## src/rtl/lpe_pkg.sv

```systemverilog
package lpe_pkg;

  typedef enum logic [1:0] {
    TX_CL0  = 2'b00,
    TX_CL0S = 2'b01,
    TX_CL1  = 2'b10,
    TX_CL2  = 2'b11
  } tx_st_e;

  localparam logic [1:0] TRIT_0 = 2'b00;
  localparam logic [1:0] TRIT_1 = 2'b01;
  localparam logic [1:0] TRIT_2 = 2'b10;

  // Resting TX state once the transmitter has been turned off.
  function automatic tx_st_e pick_state(logic [1:0] tgt, logic rx_lp, logic rx_opt2);
    if (tgt == TRIT_2 && rx_lp && rx_opt2) return TX_CL2;
    if (tgt == TRIT_1 && rx_lp)            return TX_CL1;
    return TX_CL0S;
  endfunction

endpackage

```

## src/rtl/lpe_burst_ctr.sv

```systemverilog
module lpe_burst_ctr #(
  parameter int SETS_PER_HOP = 126,
  parameter int HOP_W        = 3
) (
  input  logic             clk,
  input  logic             rst_n,
  input  logic             start_i,
  input  logic [HOP_W-1:0] hops_i,
  output logic             run_o,
  output logic [HOP_W-1:0] idx_o,
  output logic [HOP_W-1:0] lim_o,
  output logic             last_o
);
  localparam int CNT_W = $clog2(SETS_PER_HOP);
  localparam logic [CNT_W-1:0] SET_MAX = CNT_W'(SETS_PER_HOP - 1);

  logic [CNT_W-1:0] set_q;
  logic [HOP_W-1:0] idx_q, lim_q;
  logic             run_q;
  logic             grp_end, hop_end;

  assign grp_end = (set_q == SET_MAX);
  assign hop_end = (idx_q == lim_q);
  assign last_o  = run_q & grp_end & hop_end;
  assign run_o   = run_q;
  assign idx_o   = idx_q;
  assign lim_o   = lim_q;

  always_ff @(posedge clk or negedge rst_n) begin
    if (!rst_n) begin
      run_q <= 1'b0;
      set_q <= '0;
      idx_q <= '0;
      lim_q <= '0;
    end else if (start_i) begin
      run_q <= 1'b1;
      set_q <= '0;
      idx_q <= (hops_i == '0) ? '0 : HOP_W'(1);
      lim_q <= hops_i;
    end else if (run_q) begin
      if (grp_end) begin
        set_q <= '0;
        if (hop_end) run_q <= 1'b0;
        else         idx_q <= idx_q + HOP_W'(1);
      end else begin
        set_q <= set_q + CNT_W'(1);
      end
    end
  end
endmodule

```

## src/rtl/lpe_tx_state.sv

```systemverilog
module lpe_tx_state
  import lpe_pkg::*;
(
  input  logic       clk,
  input  logic       rst_n,
  input  logic       last_i,
  input  logic [1:0] tgt_i,
  input  logic       rx_lp_i,
  input  logic       rx_opt2_i,
  output logic       tx_en_o,
  output logic [1:0] state_o,
  output logic       done_o
);
  tx_st_e state_q;
  logic   en_q, done_q;

  always_ff @(posedge clk or negedge rst_n) begin
    if (!rst_n) begin
      en_q    <= 1'b1;
      state_q <= TX_CL0;
      done_q  <= 1'b0;
    end else begin
      done_q <= last_i;
      if (last_i) begin
        en_q    <= 1'b0;
        state_q <= pick_state(tgt_i, rx_lp_i, rx_opt2_i);
      end
    end
  end

  assign tx_en_o = en_q;
  assign state_o = state_q;
  assign done_o  = done_q;
endmodule

```

## src/rtl/lpe_seq.sv

```systemverilog
module lpe_seq #(
  parameter int SETS_PER_HOP = 126,
  parameter int HOP_W        = 3
) (
  input  logic             clk,
  input  logic             rst_n,
  input  logic             req_i,
  input  logic [1:0]       tgt_i,
  input  logic [HOP_W-1:0] hops_i,
  input  logic             rx_lp_i,
  input  logic             rx_opt2_i,
  output logic             desc_vld_o,
  output logic [1:0]       desc_tgt_o,
  output logic [HOP_W-1:0] desc_idx_o,
  output logic             tx_en_o,
  output logic [1:0]       tx_state_o,
  output logic             done_o
);
  // Named internal events, brought out for the checker.
  logic             seq_run, seq_start, seq_last;
  logic [HOP_W-1:0] hop_idx, hop_lim;
  logic [1:0]       tgt_q;
  logic             tx_en;

  assign seq_start = req_i & ~seq_run & tx_en;

  always_ff @(posedge clk or negedge rst_n) begin
    if (!rst_n)         tgt_q <= 2'b00;
    else if (seq_start) tgt_q <= tgt_i;
  end

  lpe_burst_ctr #(.SETS_PER_HOP(SETS_PER_HOP), .HOP_W(HOP_W)) u_ctr (
    .clk(clk), .rst_n(rst_n), .start_i(seq_start), .hops_i(hops_i),
    .run_o(seq_run), .idx_o(hop_idx), .lim_o(hop_lim), .last_o(seq_last)
  );

  lpe_tx_state u_st (
    .clk(clk), .rst_n(rst_n), .last_i(seq_last), .tgt_i(tgt_q),
    .rx_lp_i(rx_lp_i), .rx_opt2_i(rx_opt2_i),
    .tx_en_o(tx_en), .state_o(tx_state_o), .done_o(done_o)
  );

  assign desc_vld_o = seq_run;
  assign desc_tgt_o = tgt_q;
  assign desc_idx_o = hop_idx;
  assign tx_en_o    = tx_en;
endmodule

```

## config.mk

```make
export PLATFORM = sky130hd
export DESIGN_NAME = lpe_seq
export DESIGN_NICKNAME = d
export VERILOG_FILES = /design/src/rtl/lpe_pkg.sv /design/src/rtl/lpe_burst_ctr.sv /design/src/rtl/lpe_tx_state.sv /design/src/rtl/lpe_seq.sv
export SDC_FILE = /design/constraint.sdc
export NUM_CORES = 1
export LEC_CHECK = 0
export CAP_MARGIN = 20
export CORE_UTILIZATION = 35
export CTS_BUF_LIST = sky130_fd_sc_hd__clkbuf_2 sky130_fd_sc_hd__clkbuf_4 sky130_fd_sc_hd__clkbuf_8
export CTS_CLUSTER_SIZE = 8
export DETAILED_ROUTE_END_ITERATION = 8
export DONT_BUFFER_PORTS = 1
export PLACE_DENSITY = 0.53
export SYNTH_ARGS = -nofsm -noshare
export SYNTH_HDL_FRONTEND = slang
export SYNTH_SLANG_ARGS = --single-unit
```

## constraint.sdc

```tcl
create_clock -name clk -period 2.35 [get_ports clk]
set_input_delay 0.47 -clock clk [delete_from_list [all_inputs] [get_ports clk]]
set_output_delay 0.47 -clock clk [all_outputs]
set_load 0.01 [all_outputs]
```

After elaboration in Yosys (flattened, before gate mapping)
Cells that the tools add are included.

cells by class
  $add $sub $neg = 2
  equal/unequal tests = 5
  multiplexer cells = 21
  bitwise gates (word level) = 5
  reduce and logical (&&, ||, !) cells = 7

operator list
  kind                 count
  $mux 7               3
  $mux 3               4
  $mux 1               10
  $mux 2               4
  $add 7x1->7 const B  1
  $eq 7x7->1 const B   1
  $and 1x1->1          4
  $reduce_bool 2->1    2
  $add 3x1->3 const B  1
  $eq 3x3->1           1
  $logic_and 1x1->1    3
  $logic_not 3->1      1
  $reduce_and 3->1     1
  $eq 2x1->1 const B   1
  $eq 2x2->1 const B   1
  $ne 2x2->1 const B   1
  $not 1->1            1

word-level totals
  flip-flop bits (word level) = 20
  bits of input ports = 10
  output and inout port bits = 10
  word-level logic and storage cells = 48

Longest topological paths before layout
Gate-level depths: netlist of run 1.

  word-level depth = 9
  depth in mapped cells = 6
  gate-level depth less buffers = 6

Cells and area by module
A second synthesis of run 1 with hierarchy kept.

second synthesis, totals
  cell total of the unflattened synthesis = 93
  area, all modules = 1043.5 um^2

by module, submodules not included
  module         instances  cells an instance  area each (um^2)  seq. area each (um^2)
  lpe_burst_ctr  1          76                 785.8             350.3
  lpe_tx_state   1          11                 153.9             101.3
  lpe_seq        1          6                  103.8             50.0

Worst setup path after synthesis of run 1
Ideal clock, no wire load.

  kind = register to register
  from = register u_ctr.idx_q[0], in the netlist u_ctr.idx_o[0]
  to = register u_st.state_q[0], in the netlist u_st.state_o[0]
  setup time = 125 ps
  data arrival time = 1478 ps
  data required time = 2225 ps
  setup slack = 747 ps
  cell stages (with the launch flop) = 5
  buffers on the path = 0
  period minus slack after synthesis = 1603 ps
  cell sequence = dfrtp_1 -> xnor2_1 -> nand3_2 -> nor4_4 -> mux2_2

between the ends
  cells in the longest elaborated chain, start to end = 2

ends and longest elaborated chain
  element                 line                 source
  start, declared         lpe_burst_ctr.sv:18  logic [HOP_W-1:0] idx_q, lim_q;
  start signal, assigned  lpe_burst_ctr.sv:38  idx_q <= (hops_i == '0) ? '0 : HOP_W'(1);
  start signal, assigned  lpe_burst_ctr.sv:44  else idx_q <= idx_q + HOP_W'(1);
  $eq 3x3->1              lpe_burst_ctr.sv:23  assign hop_end = (idx_q == lim_q);
  $and 1x1->1             lpe_burst_ctr.sv:24  assign last_o = run_q & grp_end & hop_end;
  net seq_last            lpe_seq.sv:20        logic seq_run, seq_start, seq_last;
  end signal, assigned    lpe_tx_state.sv:26   state_q <= pick_state(tgt_i, rx_lp_i, rx_opt2_i);
  end, declared           lpe_tx_state.sv:14   tx_st_e state_q;

The timed path passes the listed nets, and every way through them passes these cells.
A chain may end at the register's enable or synchronous reset.

Worst setup path in the final report of run 1
Ends and elaborated chain as after synthesis.

==> summary.txt, run 1 <==
Timing
  • Slew Limit Fails: 0
  • RSZ-0062 raised after global routing: no
  • TNS Setup: 0 ns
  • Period utilisation layout: 0.727
  • Worst Tran Pin Value: around 0.91 ns
  • Final Skew: 0.000878 ns
  • Max Clk Rate: 0.586 GHz
  • Fin crit period: between 1.5 and 2 ns
  • Endpoints failing hold: 0
  • Slew HR: 0.391
  • Final setup fails: 0

Route
  • DRT Pass-1 Iters: 4
  • Via count: 652
  • 1st-iter DRT viols: 10
  • WL/cell: 14.0 µm
  • DR vias/cell: 5.30
  • DRC Markers: 0
  • Antenna Nets Post-Route: 0
  • Final wirelength: 1730 µm

Cells and area
  • Layout cells sized above 1: 0.183
  • Final nets: roughly 110
  • Non-filler instance count after layout: 123
  • # diodes: 0
  • Synth-to-layout area growth: 9.85%

Placement
  • Inst Count DP: 118
  • DP HPWL: 1260 µm
  • GP Congestion: 0.756
  • PortBufs: 0

Setup path
  • CP Cell Sequence: xnor2_1, nand3_2, nor4_4, mux2_2
  • Worst reg2reg startpoint: u_ctr.idx_o[0]
  • Crit. End Element: flip-flop
  • Kind of critical path: reg -> reg
  • Critical Path RT: between 2 and 3 ns
  • Crit path from: u_ctr.idx_o[0]
  • Critical path fanouts, max: 6
  • Slowest-stage cell, CP: dfrtp_1
  • CP startpoint kind: flip-flop
  • Max stage delay on crit path: 0.49 ns
  • CP arrival: 1.91 ns

Clock network
  • CTS tree: done
  • Setup Fix Bufs, Post-CTS: 0
  • CTS sink cnt: 20
  • CTS H-Tree Depth: 1
  • CTS Buffer Depth: 2
  • Root buffer cell: clkbuf_4
  • CTS Buf Count: 3
  • Clk slew on worst S/H paths: 0.12 ns
  • Worst skew pair latency: 0.30 ns

Yosys
  • Top post-synthesis cells by area: dfrtp_1, mux2_2, ha_1, nand2_1, dfstp_2
  • Post-synth EDFFs: 0
  • Most frequent cell after synthesis: dfrtp_1
  • Cell accounting for the most synthesized area: dfrtp_1
  • Synth async-reset ratio: 1.00
  • Syn Std Cell Area: 978 µm²
  • Synth cell count leaders: dfrtp_1, nand2_1, mux2_2, a21oi_1, nor2_1
  • Mapped Cells: 89
  • Post-synth net total: ~100
  • Main flop type after synthesis: dfrtp_1
  • Sequential-to-total area share from yosys stat: 0.513
  • Synthesis Warnings: 0
  • Post-synth top area share: 0.486
  • Netlist cell types: 34
  • Synthesized area per cell: 11.0 µm²
  • Seq cells post-synth: 20

Floorplan
  • Core area: 2570 µm²
  • I/O pin count: 20
  • Initial Util: 0.381
  • Die height: 54.9 µm
  • Die Footprint: 3010 µm²
  • Standard-cell rows: 18
  • Die X: 54.9 µm

Global routing
  • Met3 Use GR: 0.0722
  • Vias in the first global route: 606
  • Largest net degree at the start of global routing: 21
  • Met1 usage: 0.175
  • Initial antenna violation count: 0
  • GR peak layer: met2
  • Gr ovfl total: 0
  • GRT Total Usage: 0.131
  • Met2 Usage GRT: 0.185
  • First-pass GRT wire length: between 2000 and 3000 µm

Power and ir drop
  • Static Leak: 0.495 nW
  • VDD IR max: ~420 µV
  • Pwr dens: about 600 nW/µm²

Min path
  • Hold WC Path Type: in -> reg
  • Hold wc startpoint: tgt_i[0]

Outcome
  • Status: finished clean

Run
  • MaxCap Viol Count: 0
[metal layers]
layer  wire (µm)  vias to the layer above  share of wire
li1            -                      328              -
met1         823                      301           0.48
met2         744                       21           0.43
met3         142                        2          0.082
met4          15                        0         0.0087
met5           0                        -              0
[kinds of logic after synthesis]
logic type | count (synthesis) | synth area share
AO/OA/AOI/OAI | 18 | 0.111
XOR/XNOR | 4 | 0.0358
adder cells (fa/ha/maj) | 3 | 0.0384
buffers and inverters | 3 | 0.0115
flip-flops | 20 | 0.513
multiplexers | 8 | 0.0908
AND/OR/NAND/NOR | 33 | 0.199
[critical path, delay by kind of cell (launching register included)]
family | cells | cell delay, ns
XOR/XNOR | 1 | 0.21
AND/OR/NAND/NOR | 2 | 0.53
flip-flops | 1 | 0.49
multiplexers | 1 | 0.37
[cell type report]
class	count	area, µm²
Fill cell	260	1490
Sequential cell	20	502
Multi-Input combinational cell	66	465
Tap cell	30	37.5
Clock inverter	1	30.0
Clock buffer	3	22.5
Timing Repair Buffer	1	10.0
Inverter	2	7.51
[sequential cells by signal, summed over array words and instances, names as in the netlist]
signal and count:
u_ctr.lim_o 3, u_st.state_o 2, u_ctr.set_q 7, desc_tgt_o 2, u_ctr.run_o 1, u_st.done_o 1
u_st.tx_en_o 1, u_ctr.idx_o 3
[worst paths after layout]
path                       depth (start not counted)  slack, ns         endpoint
setup / recovery                                   4       0.64  u_st.state_o[0]
hold / removal                                     1       0.30    desc_tgt_o[0]
setup reg to reg                                   4       0.64  u_st.state_o[0]
hold reg to reg                                    1       0.53   u_ctr.set_q[6]
max in group asynchronous                          1       1.07   u_ctr.set_q[0]
min in group asynchronous                          1       0.73   u_ctr.set_q[2]
[stage by stage]
| step | worst slack, ns | util | total power [mW] | area (µm²) | hold WS [ns] |
|---|---|---|---|---|---|
| 2_1_floorplan | 0.747 | - | 0.351 | 978 | 0.174 |
| 3_3_place_gp | 0.639 | 0.394 | 0.352 | 1010 | 0.175 |
| 3_5_place_dp | 0.625 | 0.394 | 0.352 | 1010 | 0.175 |
| 4_1_cts | 0.615 | 0.419 | 0.643 | 1070 | 0.295 |
| 5_1_grt | 0.468 | 0.419 | 0.655 | 1070 | 0.286 |
| 6_report | 0.642 | 0.419 | 0.635 | 1070 | 0.305 |
[where the power goes]
group          switching, mW  internal [mW]
registers                  0          0.344
clock network          0.110          0.172
logic                0.00672        0.00168
[cells in the final DEF, fill, tap and decap left out, types with 2 or more instances in the layout]
master    instances
xnor2_1           3
nand4_1           2
nor2_1            5
dfrtp_1          19
nand2_1           9
inv_1             2
ha_1              3
nand3b_1          3
clkbuf_4          3
nand3_1           3
o211ai_1          2
a21oi_1           5
o21ai_0           4
mux2_2            7
and3_1            2
[timing repair]
item	CTS	global route
hold buffers	1	0
resized for setup	0	0
endpoints found under the hold margin	20	0
setup endpoints to repair	0	0
Note: power is estimated with default switching activity, not from simulation.
==> inputs of run 2 (changes only) <==
--- a/config.mk
+++ b/config.mk
@@ -11,7 +11,7 @@
 export CTS_CLUSTER_SIZE = 8
 export DETAILED_ROUTE_END_ITERATION = 8
 export DONT_BUFFER_PORTS = 1
-export PLACE_DENSITY = 0.53
+export PLACE_DENSITY = 0.55
 export SYNTH_ARGS = -nofsm -noshare
 export SYNTH_HDL_FRONTEND = slang
 export SYNTH_SLANG_ARGS = --single-unit
==> constraint.sdc (replaced) <==
create_clock -name clk -period 1.4 [get_ports clk]
set_input_delay 0.28 -clock clk [delete_from_list [all_inputs] [get_ports clk]]
set_output_delay 0.28 -clock clk [all_outputs]
set_load 0.01 [all_outputs]
==> run 2 against run 1 <==
Against the previous run:
- the flow now finishes with violations (negative setup slack)
- worst hold slack got worse by 0.19 ns
- power up 67%
- register-to-register slack worse by 0.81 ns
- non-clock buffer count increased by 19
- core utilization increased by 8.4 points
- critical path type unchanged
- critical endpoint is now u_st.state_o[1]
- largest power group unchanged
- highest routed layer is now met3
==> summary.txt, run 2 (synthesis results as in run 1) <==
Setup path
  • Slowest-stage cell, CP: dfrtp_1
  • Kind of critical path: reg -> reg
  • CP Cell Sequence: xnor2_2, nand3_2, nor4_4, buf_4, mux2_4
  • Critical Path RT: 1.60 ns
  • Bufs and invs on worst path: 1
  • CP arrival: 1.77 ns
  • CP top delay family: flip-flops
  • CP startpoint kind: flip-flop
  • Crit. End Element: flip-flop
  • Critical path fanouts, max: 4
  • Max stage delay on crit path: 0.43 ns

Cells and area
  • Final nets: 126
  • Most common library cell in the layout ignoring fill and taps: dfrtp_1
  • Synth-to-layout area growth: 32.0%
  • Most frequent cells in the layout: dfrtp_1, buf_4, nand2_1
  • Max reg flops: 7
  • Layout cells sized above 1: 0.402
  • # diodes: 0
  • Biggest register: u_ctr.set_q

Route
  • Final wirelength: approximately 2000 µm
  • DRT Pass-1 Iters: 4
  • 1st-iter DRT viols: 7
  • Via count: between 700 and 800
  • Met1 WL: 943 µm
  • Met3 WL: 103 µm
  • WL/cell: 14.3 µm
  • DRC Markers: 0
  • Antenna Nets Post-Route: 0
  • Top Metal Used: met3
  • DR vias/cell: 5.24
  • WL met2: 987 µm

Clock network
  • CTS Buf Count: 3
  • Worst skew pair latency: 0.30 ns
  • CTS H-Tree Depth: 1
  • CTS tree: done
  • CTS Buffer Depth: 2
  • CTS sink cnt: 20
  • Root buffer cell: clkbuf_4
  • Clk slew on worst S/H paths: 0.11 ns

Floorplan
  • I/O pin count: 20
  • Die Footprint: ~3000 µm²
  • Core area: 2570 µm²
  • Standard-cell rows: 18
  • Initial Util: 0.381
  • Die height: 54.9 µm
  • Die X: 54.9 µm

Global routing
  • Largest net degree at the start of global routing: 21
  • Initial antenna violation count: 0
  • Gr ovfl total: 0
  • First-pass GRT wire length: 2970 µm
  • Vias in the first global route: between 600 and 700
  • GRT Total Usage: 0.143

Power and ir drop
  • Pwr dens: 820 nW/µm²
  • VDD IR max: 617 µV
  • Static Leak: about 0.61 nW

Timing
  • Fin crit period: about 1.6 ns
  • Slew Limit Fails: 0
  • Final setup margin: -0.166 ns
  • Final setup fails: 7
  • Period utilisation layout: 1.12
  • TNS Setup: -0.516 ns
  • Hold slack: 0.120 ns
  • Max Clk Rate: around 0.64 GHz
  • Endpoints failing hold: 0
  • RSZ-0062 raised after global routing: yes
  • Final Skew: 0.00152 ns
  • Slew HR: 0.382
  • Worst Tran Pin Value: roughly 0.9 ns

Run
  • MaxCap Viol Count: 0

Outcome
  • Status: finished with violations
  • Failing checks: negative setup slack

Placement
  • DP HPWL: approximately 1500 µm
  • GP Congestion: 0.771
  • PortBufs: 0

Min path
  • Hold WC Path Type: in -> reg
run 2: cell types whose count changed in the layout (fill, tap and decap cells not counted), sizes merged:
| cell | delta |
|---|---|
| buf | +19 |
run 2: cell type report:
| class | count | area (µm²) |
|---|---|---|
| fill | 244 | 1280 |
| tap | 30 | 37.5 |
| timing repair buffer | 20 | 156 |
| clock inverter | 1 | 30.0 |
| inverter | 2 | 7.51 |
| clock buffer | 3 | 22.5 |
| sequential | 20 | 502 |
| multi-input combinational | 66 | 536 |
run 2: what timing repair did:
item / CTS / global route
cloned: 0 / 0
hold buffers: 1 / 0
pin swaps: 2 / 7
hold endpoints to repair: 20 / 0
resized for setup: 0 / 14
buffers inserted: 0 / 1
setup endpoints to repair: 9 / 11
run 2: worst paths after layout:
| kind | from | endpoint | slack, ns | depth (start not counted) |
|---|---|---|---|---|
| worst min-delay path | hops_i[0] | u_ctr.lim_o[0] | 0.12 | 1 |
| worst min register to register | u_ctr.lim_o[0] | u_ctr.lim_o[0] | 0.59 | 1 |
| worst max-delay path | u_ctr.idx_o[2] | u_st.state_o[1] | -0.17 | 5 |
| max in group asynchronous | rst_n | u_ctr.set_q[6] | 0.29 | 1 |
| worst max register to register | u_ctr.idx_o[2] | u_st.state_o[1] | -0.17 | 5 |
| min in group asynchronous | rst_n | u_ctr.set_q[2] | 0.55 | 1 |
run 2: report_power, final:
group	leakage, nW	switching [mW]	total, mW	internal [mW]
sequential	0.234	0	0.578	0.578
combinational	0.349	0.0114	0.0142	0.00281
clock	0.0279	0.178	0.467	0.289
total	0.611	0.189	1.06	0.870
run 2: layer usage:
layer | global-route usage | vias to the layer above
li1 | - | 367
met1 | 0.182 | 360
met3 | 0.0667 | 0
met2 | 0.221 | 17
met5 | 0 | -
met4 | 0.0256 | 0
run 2: metrics by stage:
step / setup slack, ns / util / std cells / power, mW / instance area [µm²]
4_1_cts: -0.174 / 0.476 / 141 / 1.08 / 1220
5_1_grt: -0.226 / 0.503 / 142 / 1.10 / 1290
3_5_place_dp: -0.169 / 0.452 / 136 / 0.590 / 1160
2_1_floorplan: -0.106 / - / 89 / 0.590 / 992
3_3_place_gp: -0.121 / 0.452 / 136 / 0.590 / 1160
6_report: -0.166 / 0.503 / 142 / 1.06 / 1290
==> inputs of run 3 (changes only) <==
--- a/config.mk
+++ b/config.mk
@@ -11,6 +11,7 @@
 export CTS_CLUSTER_SIZE = 8
 export DETAILED_ROUTE_END_ITERATION = 8
 export DONT_BUFFER_PORTS = 1
+export MAX_ROUTING_LAYER = met4
 export PLACE_DENSITY = 0.55
 export SYNTH_ARGS = -nofsm -noshare
 export SYNTH_HDL_FRONTEND = slang
==> run 3 against run 2 <==
Against the previous run:
- the flow still finishes with violations (negative setup slack)
- setup slack about the same
- first-iteration DRC count stayed put
- non-clock buffer count stayed put
- worst hold slack barely moved
- maximum frequency is essentially flat
- clock power about the same
- critical path depth unchanged
- sequential power about the same
- critical path type unchanged
==> summary.txt, run 3 (synthesis results as in run 1) <==
Timing
  • Final setup fails: 7
  • Endpoints failing hold: 0
  • Final Skew: around 0.0015 ns
  • Final setup margin: -0.166 ns
  • RSZ-0062 raised after global routing: yes
  • Period utilisation layout: 1.12
  • Max Clk Rate: 0.639 GHz
  • Fin crit period: 1.57 ns
  • TNS Setup: -0.516 ns
  • Worst Tran Pin Value: 0.925 ns
  • Slew Limit Fails: 0
  • Slew HR: 0.381

Global routing
  • Vias in the first global route: 678
  • First-pass GRT wire length: just under 3000 µm
  • Initial antenna violation count: 0
  • GRT Total Usage: 0.147
  • Gr ovfl total: 0
  • Largest net degree at the start of global routing: 21

Clock network
  • CTS sink cnt: 20
  • Worst skew pair latency: ~0.30 ns
  • CTS Buf Count: 3
  • Root buffer cell: clkbuf_4
  • CTS H-Tree Depth: 1
  • Clk slew on worst S/H paths: between 0.1 and 0.15 ns
  • CTS Buffer Depth: 2
  • CTS tree: done

Route
  • Top Metal Used: met3
  • Met3 WL: 89 µm
  • Met1 WL: about 960 µm
  • Final wirelength: 2040 µm
  • Antenna Nets Post-Route: 0
  • Via count: 744
  • DR vias/cell: 5.24
  • WL met2: 991 µm
  • DRT Pass-1 Iters: 4
  • WL/cell: 14.3 µm
  • 1st-iter DRT viols: 7
  • DRC Markers: 0

Placement
  • Inst Count DP: ~140
  • PortBufs: 0
  • DP HPWL: between 1500 and 2000 µm
  • GP Congestion: approximately 0.78

Floorplan
  • Initial Util: 0.381
  • Die Footprint: 3010 µm²
  • Standard-cell rows: 18
  • I/O pin count: 20
  • Die height: approximately 55 µm
  • Die X: 54.9 µm
  • Core area: 2570 µm²

Min path
  • Worst hold path depth: 1
  • Hold WC Path Type: in -> reg

Setup path
  • Crit. End Element: flip-flop
  • CP arrival: around 1.8 ns
  • Critical Path RT: 1.60 ns
  • CP startpoint kind: flip-flop
  • Reg2reg path depth: 5
  • Kind of critical path: reg -> reg
  • Critical path fanouts, max: 4

Outcome
  • Status: finished with violations
  • Failing checks: negative setup slack

Cells and area
  • Layout cells sized above 1: 0.402
  • Max reg flops: 7
  • Most frequent cells in the layout: dfrtp_1, buf_4, nand2_1
  • # fillers: approximately 240
  • # diodes: 0
  • Most common library cell in the layout ignoring fill and taps: dfrtp_1
  • Synth-to-layout area growth: 32.0%
  • Final nets: 126
  • Non-filler instance count after layout: 142
  • Biggest register: u_ctr.set_q

Run
  • MaxCap Viol Count: 0

Power and ir drop
  • Clk pwr share: 0.441
  • Sw Ratio: 0.179
  • VDD IR max: roughly 620 µV
  • P_sw: 189 µW
  • Sequential share of power: 0.545
  • Static Leak: 0.611 nW
  • Comb power frac: 0.013
  • Int Pwr: 870 µW
  • Pwr dens: slightly above 800 nW/µm²
-- run 3: routing by layer --
layer,up-vias,GRT usage
li1,367,-
met1,360,0.183
met2,17,0.221
met3,0,0.0639
met4,0,0.0256
met5,-,-
-- run 3: layout make-up --
cell class              instances  area, µm²  area share
clock buffers                   3       22.5      0.0174
clock inverters                 1       30.0      0.0233
inverters                       2       7.51     0.00581
multi-input cells              66        536       0.415
flip-flops and latches         20        502       0.389
well taps                      30       37.5      0.0291
repair buffers                 20        156       0.121
-- run 3: final timing paths --
check	from	to	slack, ns
worst max-delay path	u_ctr.idx_o[2]	u_st.state_o[1]	-0.17
worst min-delay path	hops_i[0]	u_ctr.lim_o[0]	0.12
worst max register to register	u_ctr.idx_o[2]	u_st.state_o[1]	-0.17
worst min register to register	u_ctr.lim_o[0]	u_ctr.lim_o[0]	0.59
max in group asynchronous	rst_n	u_ctr.set_q[6]	0.29
min in group asynchronous	rst_n	u_ctr.set_q[2]	0.55
-- run 3: critical path: stages, from the launching register on --
cell and delay (ns):
dfrtp_1 0.43, xnor2_2 0.17, nand3_2 0.13, nor4_4 0.27
buf_4 0.18, mux2_4 0.29
-- run 3: per-stage QoR --
stage	hold slack, ns	power, mW	setup slack [ns]	cell area, µm²	util
4_1_cts	0.104	1.08	-0.174	1220	0.476
6_report	0.120	1.06	-0.166	1290	0.503
3_3_place_gp	-0.0148	0.590	-0.121	1160	0.452
3_5_place_dp	-0.0149	0.590	-0.169	1160	0.452
5_1_grt	0.0916	1.10	-0.226	1290	0.503
2_1_floorplan	-0.0156	0.590	-0.106	992	-
-- run 3: what timing repair did --
| action | 4_1_cts | 5_1_grt |
|---|---|---|
| setup buffers | 0 | 1 |
| pin swaps | 2 | 7 |
| gates resized for setup | 0 | 14 |
| endpoints found under the hold margin | 20 | 0 |
| endpoints found under the setup margin | 9 | 11 |
| hold buffers | 1 | 0 |
-- run 3: power by group through the flow --
stage | registers [mW] | logic [mW] | clock network, mW
after CTS | 0.578 | 0.0149 | 0.487
after global placement | 0.589 | 0.00127 | 0
after global routing | 0.578 | 0.0171 | 0.506
final | 0.578 | 0.0143 | 0.467
after floorplan | 0.589 | 0.00117 | 0
after detailed placement | 0.589 | 0.00129 | 0
